===== src/rtl/cgp_pkg.sv =====
package cgp_pkg;
  localparam int CGP_CODE_W = 8;
  localparam int CGP_ROW_W  = 3;
  localparam int CGP_GRP_W  = 2;
  localparam int CGP_SEL_W  = 2;
  localparam int CGP_PIX_W  = 8;
  localparam int CGP_CH_W   = 4;
  localparam int CGP_SLOT_W = CGP_GRP_W + CGP_SEL_W;
  localparam int CGP_ADDR_W = CGP_SLOT_W + CGP_CODE_W + CGP_ROW_W;

  typedef logic [2:0] colour3_t;

  typedef struct packed {
    logic [CGP_CH_W-1:0] r;
    logic [CGP_CH_W-1:0] g;
    logic [CGP_CH_W-1:0] b;
  } rgb_t;

  // slot = group * 4 + {high select, low select}
  function automatic logic [CGP_SLOT_W-1:0] slot_of(
    input logic [CGP_GRP_W-1:0] grp, input logic sel_hi, input logic sel_lo);
    return {grp, sel_hi, sel_lo};
  endfunction

  // address = slot * 2048 + code * 8 + row
  function automatic logic [CGP_ADDR_W-1:0] calc_font_addr(
    input logic [CGP_SLOT_W-1:0] slot, input logic [CGP_CODE_W-1:0] code,
    input logic [CGP_ROW_W-1:0] row);
    return {slot, code, row};
  endfunction

  // colour bit 0 blue, bit 1 red, bit 2 green; full intensity channels
  function automatic rgb_t expand(input colour3_t c);
    rgb_t o;
    o.r = {CGP_CH_W{c[1]}};
    o.g = {CGP_CH_W{c[2]}};
    o.b = {CGP_CH_W{c[0]}};
    return o;
  endfunction
endpackage


===== src/rtl/cg_ctrl_reg.sv =====
module cg_ctrl_reg
  import cgp_pkg::*;
(
  input  logic                 clk,
  input  logic                 rst_n,
  input  logic                 we,
  input  logic [CGP_GRP_W-1:0] grp_in,
  input  logic                 wide_in,
  output logic [CGP_GRP_W-1:0] grp,
  output logic                 wide
);
  always_ff @(posedge clk) begin
    if (!rst_n) begin
      grp  <= '0;
      wide <= 1'b0;
    end else if (we) begin
      grp  <= grp_in;
      wide <= wide_in;
    end
  end

  p_ctrl_hold_r4: assert property (@(posedge clk) disable iff (!rst_n)
    !we |=> ($stable(grp) && $stable(wide)));
  p_ctrl_load_r4: assert property (@(posedge clk) disable iff (!rst_n)
    we |=> (grp == $past(grp_in) && wide == $past(wide_in)));
endmodule


===== src/rtl/cg_pix_timer.sv =====
module cg_pix_timer #(
  parameter int PIX_PER_CELL = 8
) (
  input  logic clk,
  input  logic rst_n,
  input  logic wide,
  output logic step,
  output logic last
);
  localparam int CNT_W = $clog2(PIX_PER_CELL);

  logic             ph;
  logic [CNT_W-1:0] cnt;

  always_ff @(posedge clk) begin
    if (!rst_n) ph <= 1'b0;
    else        ph <= ~ph;
  end

  assign step = wide | ph;
  assign last = (cnt == CNT_W'(PIX_PER_CELL - 1));

  always_ff @(posedge clk) begin
    if (!rst_n)    cnt <= '0;
    else if (step) cnt <= last ? '0 : cnt + 1'b1;
  end

  p_step_rate_r7: assert property (@(posedge clk) disable iff (!rst_n)
    (!wide && step) |=> (wide || !step));
endmodule


===== src/rtl/cg_font_addr.sv =====
module cg_font_addr
  import cgp_pkg::*;
(
  input  logic [CGP_GRP_W-1:0]  grp,
  input  logic                  sel_hi,
  input  logic                  sel_lo,
  input  logic [CGP_CODE_W-1:0] code,
  input  logic [CGP_ROW_W-1:0]  row,
  output logic [CGP_ADDR_W-1:0] addr
);
  assign addr = calc_font_addr(slot_of(grp, sel_hi, sel_lo), code, row);
endmodule


===== src/rtl/cg_pix_shifter.sv =====
module cg_pix_shifter
  import cgp_pkg::*;
(
  input  logic                 clk,
  input  logic                 rst_n,
  input  logic                 step,
  input  logic                 last,
  input  logic [CGP_PIX_W-1:0] font_row,
  input  colour3_t             fg_in,
  input  colour3_t             bg_in,
  input  logic                 active,
  output rgb_t                 pix
);
  logic [CGP_PIX_W-1:0] sreg;
  colour3_t             fg_q, bg_q;
  logic                 act_q;

  always_ff @(posedge clk) begin
    if (!rst_n) begin
      sreg  <= '0;
      fg_q  <= '0;
      bg_q  <= '0;
      act_q <= 1'b0;
    end else if (step) begin
      if (last) begin
        sreg  <= font_row;
        fg_q  <= fg_in;
        bg_q  <= bg_in;
        act_q <= active;
      end else begin
        sreg <= {sreg[CGP_PIX_W-2:0], 1'b0};
      end
    end
  end

  assign pix = act_q ? expand(sreg[CGP_PIX_W-1] ? fg_q : bg_q) : '0;

  p_shift_msb_r5: assert property (@(posedge clk) disable iff (!rst_n)
    (step && !last) |=> (sreg[CGP_PIX_W-1] == $past(sreg[CGP_PIX_W-2])));
  p_attr_hold_r10: assert property (@(posedge clk) disable iff (!rst_n)
    !step |=> ($stable(fg_q) && $stable(bg_q) && $stable(act_q) && $stable(sreg)));
  p_load_row_r9: assert property (@(posedge clk) disable iff (!rst_n)
    (step && last) |=> (sreg == $past(font_row)));
endmodule


===== src/rtl/glyph_pixel_pipe.sv =====
module glyph_pixel_pipe
  import cgp_pkg::*;
#(
  parameter int PIX_PER_CELL = CGP_PIX_W
) (
  input  logic                  clk,
  input  logic                  rst_n,
  input  logic                  ctrl_we,
  input  logic [7:0]            ctrl_din,
  input  logic                  cell_active,
  input  logic [CGP_CODE_W-1:0] char_code,
  input  logic [7:0]            char_attr,
  input  logic [CGP_ROW_W-1:0]  glyph_row,
  output logic [CGP_ADDR_W-1:0] cg_addr,
  input  logic [CGP_PIX_W-1:0]  cg_data,
  output logic                  pix_stb,
  output logic [CGP_CH_W-1:0]   red,
  output logic [CGP_CH_W-1:0]   grn,
  output logic [CGP_CH_W-1:0]   blu
);
  logic [CGP_GRP_W-1:0] grp_w;
  logic                 wide_w;
  logic                 step_w, last_w;
  rgb_t                 pix_w;
  logic                 unused_ctrl_bits;

  assign unused_ctrl_bits = ^ctrl_din[6:2];

  cg_ctrl_reg u_ctrl (
    .clk(clk), .rst_n(rst_n), .we(ctrl_we),
    .grp_in(ctrl_din[CGP_GRP_W-1:0]), .wide_in(ctrl_din[7]),
    .grp(grp_w), .wide(wide_w)
  );

  cg_pix_timer #(.PIX_PER_CELL(PIX_PER_CELL)) u_timer (
    .clk(clk), .rst_n(rst_n), .wide(wide_w), .step(step_w), .last(last_w)
  );

  cg_font_addr u_addr (
    .grp(grp_w), .sel_hi(char_attr[7]), .sel_lo(char_attr[3]),
    .code(char_code), .row(glyph_row), .addr(cg_addr)
  );

  cg_pix_shifter u_shift (
    .clk(clk), .rst_n(rst_n), .step(step_w), .last(last_w),
    .font_row(cg_data), .fg_in(char_attr[6:4]), .bg_in(char_attr[2:0]),
    .active(cell_active), .pix(pix_w)
  );

  assign pix_stb = step_w;
  assign red     = pix_w.r;
  assign grn     = pix_w.g;
  assign blu     = pix_w.b;

  p_slot_map_r2: assert property (@(posedge clk) disable iff (!rst_n)
    cg_addr[CGP_ADDR_W-1 -: CGP_SLOT_W] == {grp_w, char_attr[7], char_attr[3]});
endmodule


===== config.mk =====
export PLATFORM = sky130hd
export DESIGN_NAME = glyph_pixel_pipe
export DESIGN_NICKNAME = d
export VERILOG_FILES = /design/src/rtl/cgp_pkg.sv /design/src/rtl/cg_ctrl_reg.sv /design/src/rtl/cg_pix_timer.sv /design/src/rtl/cg_font_addr.sv /design/src/rtl/cg_pix_shifter.sv /design/src/rtl/glyph_pixel_pipe.sv
export SDC_FILE = /design/constraint.sdc
export NUM_CORES = 1
export LEC_CHECK = 0
export BUFFER_PORTS_ARGS = -buffer_cell sky130_fd_sc_hd__clkbuf_2
export CAP_MARGIN = 20
export CORE_ASPECT_RATIO = 1.4
export CORE_MARGIN = 1.5
export CORE_UTILIZATION = 40
export DETAILED_ROUTE_END_ITERATION = 8
export PLACE_DENSITY = 0.75
export SLEW_MARGIN = 15
export SYNTH_ARGS = -nofsm -noshare
export SYNTH_HDL_FRONTEND = slang
export SYNTH_SLANG_ARGS = --single-unit

===== constraint.sdc =====
create_clock -name clk -period 1.8 [get_ports clk]
set_input_delay 0.36 -clock clk [delete_from_list [all_inputs] [get_ports clk]]
set_output_delay 0.36 -clock clk [all_outputs]
set_load 0.03 [all_outputs]

==> results of run 1 <==
## state kept, by name, indices dropped and copies added, names as in the netlist
register / flops
u_shift.sreg: 8
u_shift.bg_q: 3
u_shift.fg_q: 3
u_timer.cnt: 3
u_ctrl.grp: 2
u_ctrl.wide: 1
u_shift.act_q: 1
u_timer.ph: 1
## what timing repair did
action                                  in CTS  in global routing
resized for setup                            0                  3
buffers inserted                             0                  0
endpoints found under the setup margin       0                 12
## layer usage
layer | vias to the layer above | wire, µm
met3 | 2 | 120
met4 | 0 | 15
li1 | 418 | -
met1 | 368 | 726
met2 | 40 | 974
met5 | - | 0
## cell usage after synthesis
master / number / share of area [%]
a21boi_0: 3 / 2.0
or3_1: 1 / 0.56
dfxtp_1: 22 / 40
nand3b_1: 1 / 0.68
buf_4: 23 / 16
clkbuf_1: 1 / 0.34
inv_2: 1 / 0.34
nor2b_1: 7 / 3.9
nand3_1: 8 / 3.6
buf_6: 1 / 1.0
a21boi_1: 1 / 0.68
buf_2: 3 / 1.4
o21ai_0: 14 / 6.3
nor2_4: 1 / 1.0
a21oi_1: 7 / 3.2
o21a_1: 1 / 0.68
nand2_1: 12 / 4.1
mux2i_1: 13 / 12
ha_1: 3 / 3.4
## report_power, final
part	total [W]	internal [W]	switching, W
Clock	0.000213	0.0000781	0.000135
Sequential	0.000528	0.000511	0.0000167
Combinational	0.0000995	0.0000451	0.0000544
## metrics by stage
stage	utilization, %	power [W]
floorplan	-	0.000659
global placement	42.7	0.000634
detailed placement	42.7	0.000640
CTS	43.6	0.000852
global route	43.8	0.000884
finish	43.8	0.000840
## worst reg2reg max path: cells and delay by family (launching register included)
kind                     cells  cell delay [ns]
multiplexers                 1             0.25
adder cells (fa/ha/maj)      2             0.61
AO/OA/AOI/OAI                1             0.10
flip-flops                   1             0.37
## final cells by class
cell class              instances  area (µm²)
inverters                       1        3.75
fillers                       294        1480
well taps                      36        45.0
flip-flops and latches         22         440
multi-input cells              72         472
clock buffers                   3        22.5
repair buffers                 35         175
## cells by family (layout without fill, tap and decap cells)
| kind of cell | Yosys count | in the layout | synth area share [%] |
|---|---|---|---|
| muxes | 13 | 13 | 11.7 |
| adders and majority gates | 3 | 3 | 3.38 |
| buffers and inverters | 29 | 39 | 18.6 |
| AOI/OAI and AO/OA | 26 | 26 | 12.8 |
| DFF | 22 | 22 | 39.6 |
| and+or+nand+nor | 30 | 30 | 13.9 |
## worst min path at each step
stage / end / start / depth (start not counted) / slack (ns)
floorplan: u_shift.bg_q[0]$_SDFFE_PN0P_ / u_shift.bg_q[0]$_SDFFE_PN0P_ / 2 / 0.44
global placement: u_shift.bg_q[0]$_SDFFE_PN0P_ / u_shift.bg_q[0]$_SDFFE_PN0P_ / 2 / 0.45
detailed placement: u_shift.bg_q[0]$_SDFFE_PN0P_ / u_shift.bg_q[0]$_SDFFE_PN0P_ / 2 / 0.45
CTS: u_shift.fg_q[0]$_SDFFE_PN0P_ / char_attr[4] / 3 / 0.28
global route: u_shift.fg_q[0]$_SDFFE_PN0P_ / char_attr[4] / 3 / 0.28
finish: u_shift.fg_q[0]$_SDFFE_PN0P_ / char_attr[4] / 3 / 0.28
==> results by group, run 1 <==
Run status
  – Outcome: complete, no violations

Timing
  – Hold_ws: 0.277 ns
  – Final Critical Period: 1.65 ns
  – Slew @ Worst Pin: 0.464 ns
  – Part of the cycle the worst path needs: 91.9%
  – Final setup vio count: 0
  – Fin worst setup slack: 0.145 ns
  – Post-Route Setup TNS: 0 ns
  – Rel. slew slack: between 60% and 70%
  – Max Slew Vio Count: 0
  – Clock Skew: between 0.003 and 0.004 ns
  – Final hold vios: 0
  – RSZ-0062 raised after global routing: no
  – Achievable Freq: about 0.6 GHz

Die
  – Core Area: roughly 0.0026 mm²
  – Die height: 65.4 µm
  – Row Count: 22
  – Chip width: approximately 48 µm
  – Die area: between 0.003 and 0.004 mm²
  – Starting Density: around 42%
  – Num ports: 67

Final layout
  – Most frequent cells in the layout: 35 x clkbuf_2, 22 x dfxtp_1, 14 x o21ai_0
  – Antenna cells: 0
  – Layout cells sized above 1: between 30% and 40%
  – Post-layout instance area: 0.00116 mm²
  – Post-route insts no fill: about 170
  – Final net count: about 180
  – Area Overhead vs Synth: 4.28%
  – Commonest non-fill, non-tap cell in the layout: clkbuf_2

Critical path
  – Crit path depth: 3
  – R2r endpoint: u_shift.sreg[2]$_SDFFE_PN0P_
  – Worst path cell trace: mux2i_1 -> nor2b_2 -> clkbuf_2
  – Crit. Startpoint: u_shift.sreg[7]$_SDFFE_PN0P_
  – R2R depth: 4
  – CP Capture Type: output pin
  – Slowest cell on the critical path: dfxtp_1
  – Setup crit start kind: flop
  – Worst path top cell family by delay: flip-flops
  – Largest stage delay, worst path: around 0.46 ns
  – Worst path buffer plus inverter count: 1
  – Worst Path Required: 1.44 ns
  – Crit Path Class: reg2out
  – Reg2reg setup slack: 0.36 ns
  – Reg-to-Reg Start: u_timer.cnt[0]$_SDFFE_PN0P_
  – Critical Path AT: approximately 1.3 ns
  – Critical Path Sink: grn[2]
  – Crit-path max FO: 4

Power and ir drop
  – Leakage power: 0.481 nW
  – Worst VDD drop: ~0.34 mV
  – PwrDens: just over 700 mW/mm²

Synth
  – Syn Inst Count: 123
  – Post-Syn Nets: 165
  – Synth Register Bits: 22
  – Synth Warn #: 0
  – Average size of a mapped cell: between 9 and 10 µm²
  – Cell Area, Synth: around 0.0011 mm²
  – Seq/Total Area, Yosys: about two fifths
  – Synth unique cells: 19

Clock network
  – CTS tree: built
  – CTS root buf: clkbuf_4
  – Sink Count: 22
  – Worst-Skew Late Latency: 0.30 ns
  – Total clock buffers created by CTS: 3
  – Post-CTS Hold Buffers: 0
  – Clock-pin slew of the registers on the worst-case setup and hold paths: between 0.1 and 0.15 ns
  – CTS HTree Levels: 1
  – CTS Buffer Depth: 2

Global routing
  – M1 GR Usage: between 10% and 20%
  – GRT Util Overall: 12.8%
  – Total grt overflow: 0
  – Most Crowded Layer GR: met2
  – Met3 usage: 4.40%
  – First-pass GRT wire length: ~2900 µm
  – Largest net degree at the start of global routing: 30
  – Initial antenna violation count: 0
  – Met2 usage: ~22%
  – Number of global-route vias before repair: roughly 750

Detailed routing
  – WL/cell: 10.9 µm
  – Final wirelength: 1840 µm
  – DRC Markers: 0
  – Total number of vias: 828
  – DR iter-0 viols: 14
  – First-pass detailed-route iteration total: 4
  – Via/cell ratio: about 4.9
  – ANT nets after route: 0

Place
  – GPL Wtd Cong: 0.704
  – Dpl ws: around 0.36 ns
  – Placed cell area: approximately 0.0011 mm²
  – HPWL after DPL: between 1000 and 1500 µm
  – Placed cells: ~170
  – Port bufs: 35

Min path
  – Hold Path Class: in2reg

Job
  – Number of max-cap violations: 0
Power figures use the tool's default switching activity.
==> inputs of run 2 (changes only) <==
--- a/config.mk
+++ b/config.mk
@@ -11,8 +11,9 @@
 export CORE_MARGIN = 1.5
 export CORE_UTILIZATION = 40
 export DETAILED_ROUTE_END_ITERATION = 8
-export PLACE_DENSITY = 0.75
-export SLEW_MARGIN = 15
+export PLACE_DENSITY = 0.74
+export SLEW_MARGIN = 30
 export SYNTH_ARGS = -nofsm -noshare
 export SYNTH_HDL_FRONTEND = slang
+export SYNTH_HIERARCHICAL = 1
 export SYNTH_SLANG_ARGS = --single-unit
==> run 2 against run 1 <==
Net effect: setup slack better by 0.020 ns; total power increased by 18%; clock skew is essentially flat; routed wire length is 15% higher; non-clock buffer count rose by 4; sequential share of layout area fell by 3.1 points; maximum frequency is 1.2% higher; die area up 4.6%; flip-flop and latch count unchanged; synthesized area grew 4.8%; largest power group unchanged.
==> results by group, run 2 <==
Run status
  – Outcome: complete, no violations

Global routing
  – First-pass GRT wire length: 3570 µm (+22%)
  – GRT Util Overall: 14.2% (+1.4 points)
  – Number of global-route vias before repair: 829 (+10%)
  – Initial antenna violation count: 0 (unchanged)
  – Total grt overflow: 0 (unchanged)
  – Largest net degree at the start of global routing: 23 (-23%)

Timing
  – Final setup vio count: 0 (unchanged)
  – Final hold vios: 0 (unchanged)
  – RSZ-0062 raised after global routing: no
  – Part of the cycle the worst path needs: 90.8% (-1.1 points)
  – Clock Skew: 0.00334 ns (-0.000312 ns)
  – Max Slew Vio Count: 0 (unchanged)
  – Slew @ Worst Pin: 0.353 ns (-0.111 ns)
  – Fin worst setup slack: 0.165 ns (+0.0199 ns)
  – Achievable Freq: 0.612 GHz (+1.2%)
  – Post-Route Setup TNS: 0 ns (unchanged)
  – Rel. slew slack: 76.5% (+7.4 points)
  – Final Critical Period: 1.64 ns (-0.0199 ns)

Final layout
  – Area Overhead vs Synth: 8.27%
  – Max reg flops: 8 (unchanged)
  – Post-layout util: 44.7% (+0.88 points)
  – Antenna cells: 0 (unchanged)
  – Post-layout instance area: 0.00126 mm² (+8.9%)
  – Final net count: 178 (+0.56%)
  – Commonest non-fill, non-tap cell in the layout: clkbuf_2
  – Reg with most FFs: u_shift/sreg
  – Layout cells sized above 1: 34.6% (+2.2 points)
  – Most frequent cells in the layout: 35 x clkbuf_2, 22 x dfxtp_1, 13 x mux2i_1

Critical path
  – Crit-path max FO: 4 (unchanged)
  – Crit Path Class: reg2out
  – Critical Path AT: 1.28 ns (about the same)
  – Setup crit start kind: flop
  – CP Capture Type: output pin
  – Worst Path Required: 1.44 ns (about the same)

Synth
  – Fraction of registers with async set/reset: 0% (unchanged)
  – Synth Register Bits: 22 (unchanged)
  – Post-synth top area share: 37.8% (-1.8 points)
  – Synth unique cells: 22 (+3)
  – Leading area contributor after synthesis: dfxtp_1
  – Seq/Total Area, Yosys: 37.8% (-1.8 points)
  – Cell Area, Synth: 0.00116 mm² (+4.8%)
  – Average size of a mapped cell: 9.47 µm² (+4.8%)
  – Synth top area cells: dfxtp_1 38%, buf_4 15%, mux2i_1 11%
  – Synth Warn #: 6 (+6)
  – Top cells by instance count after synthesis: 24 x buf_4, 22 x dfxtp_1, 13 x mux2i_1
  – Syn Inst Count: 123 (unchanged)
  – Ys flop type: dfxtp_1
  – Post-synth EDFFs: 0 (unchanged)
  – Post-Syn Nets: 164 (-0.61%)
  – Most numerous cell in the Yosys netlist: buf_4

Detailed routing
  – Final wirelength: 2110 µm (+15%)
  – DRC Markers: 0 (unchanged)
  – ANT nets after route: 0 (unchanged)
  – Total number of vias: 857 (+3.5%)
  – DR iter-0 viols: 16 (+2)
  – First-pass detailed-route iteration total: 3 (-1)
  – Via/cell ratio: 4.95 (+1.1%)
  – WL/cell: 12.2 µm (+12%)

Job
  – Number of max-cap violations: 0 (unchanged)

Die
  – Core Area: 0.00282 mm² (+6.7%)
  – Row Count: 23 (+4.5%)
  – Die height: 66.9 µm (+2.3%)
  – Num ports: 67 (unchanged)
  – Chip width: 48.6 µm (+2.3%)
  – Die area: 0.00325 mm² (+4.6%)
  – Starting Density: 41.3% (-0.74 points)

Place
  – GPL Wtd Cong: 0.683 (-2.9%)
  – Dpl ws: 0.346 ns (-0.0185 ns)
  – Placed cell area: 0.00121 mm² (+6.9%)
  – HPWL after DPL: 1560 µm (+12%)
  – Port bufs: 35 (unchanged)

Power and ir drop
  – PwrDens: 787 mW/mm² (+8.5%)
  – Worst VDD drop: 0.497 mV (+45%)
  – Leakage power: 0.562 nW (+17%)

Clock network
  – Post_cts resized: 0 (unchanged)
  – CTS tree: built
  – CTS root buf: clkbuf_8
  – CTS Buffer Depth: 2 (unchanged)
  – Post-CTS Hold Buffers: 0 (unchanged)
  – CTS HTree Levels: 1 (unchanged)
  – Setup Buffers After CTS: 0 (unchanged)
  – Clock-pin slew of the registers on the worst-case setup and hold paths: 0.08 ns (-0.03 ns)
  – Total clock buffers created by CTS: 3 (unchanged)
  – Worst-Skew Late Latency: 0.27 ns (-0.03 ns)
  – Sink Count: 22 (unchanged)

Min path
  – Hold Path Class: in2reg
run 2: cell count changes after synthesis, moves of 5 or more:
cell	delta
nand2_1	-9
o21a_1	+6
o21ai_0	-5
nand3_1	-7
a21boi_0	+7
and3_1	+5
run 2: path summary, 6_finish.rpt:
| check | from | endpoint | slack, ns | cells past startpoint |
|---|---|---|---|---|
| worst min-delay path | cg_data[0] | u_shift/sreg[0]$_SDFFE_PN0P_ | 0.35 | 3 |
| worst max register to register | u_timer/cnt[0]$_SDFFE_PN0P_ | u_timer/cnt[0]$_SDFFE_PN0P_ | 0.33 | 5 |
| worst min register to register | u_timer/cnt[2]$_SDFFE_PN0P_ | u_timer/cnt[2]$_SDFFE_PN0P_ | 0.48 | 2 |
| worst max-delay path | u_shift/sreg[7]$_SDFFE_PN0P_ | red[1] | 0.16 | 3 |
run 2: metrics by stage:
step / power (W) / hold slack [ns] / instances
final: 0.000992 / 0.349 / 173
after global routing: 0.00104 / 0.368 / 173
after CTS: 0.00100 / 0.349 / 173
after detailed placement: 0.000649 / 0.473 / 169
after global placement: 0.000641 / 0.454 / 169
after floorplan: 0.000660 / 0.445 / 123
run 2: where the power goes:
| group | internal (W) | switching, W | leakage (nW) |
|---|---|---|---|
| Sequential | 0.000511 | 0.0000167 | 0.180 |
| Clock | 0.000195 | 0.000160 | 0.0288 |
| Combinational | 0.0000507 | 0.0000589 | 0.353 |
run 2: kinds of logic after synthesis:
kind of cell	after synthesis	share of synthesized area [%]
compound gates	34	18.5
buf+inv	31	19.4
fa+ha+maj	2	2.15
mux	13	11.2
simple gates	21	11.0
flops	22	37.8
run 2: critical path, cell delays in order, from the launching register on:
cell and delay [ns]:
dfxtp_1 0.44, mux2i_1 0.11, nor2b_1 0.21, clkbuf_2 0.25
run 2: final cells by class:
cell class	count	area, µm²
clock buffer	4	55.1
sequential	22	440
timing repair buffer	39	218
multi-input combinational	70	498
inverter	1	3.75
fill	300	1560
tap	37	46.3
run 2: per-layer routing:
| metal | part of all wire (%) | routed length, µm | track usage [%] |
|---|---|---|---|
| met5 | 0 | 0 | 0 |
| met4 | 3.3 | 69 | 8.57 |
| met3 | 7.0 | 148 | 3.59 |
| met2 | 49 | 1040 | 26.5 |
| met1 | 40 | 846 | 14.1 |
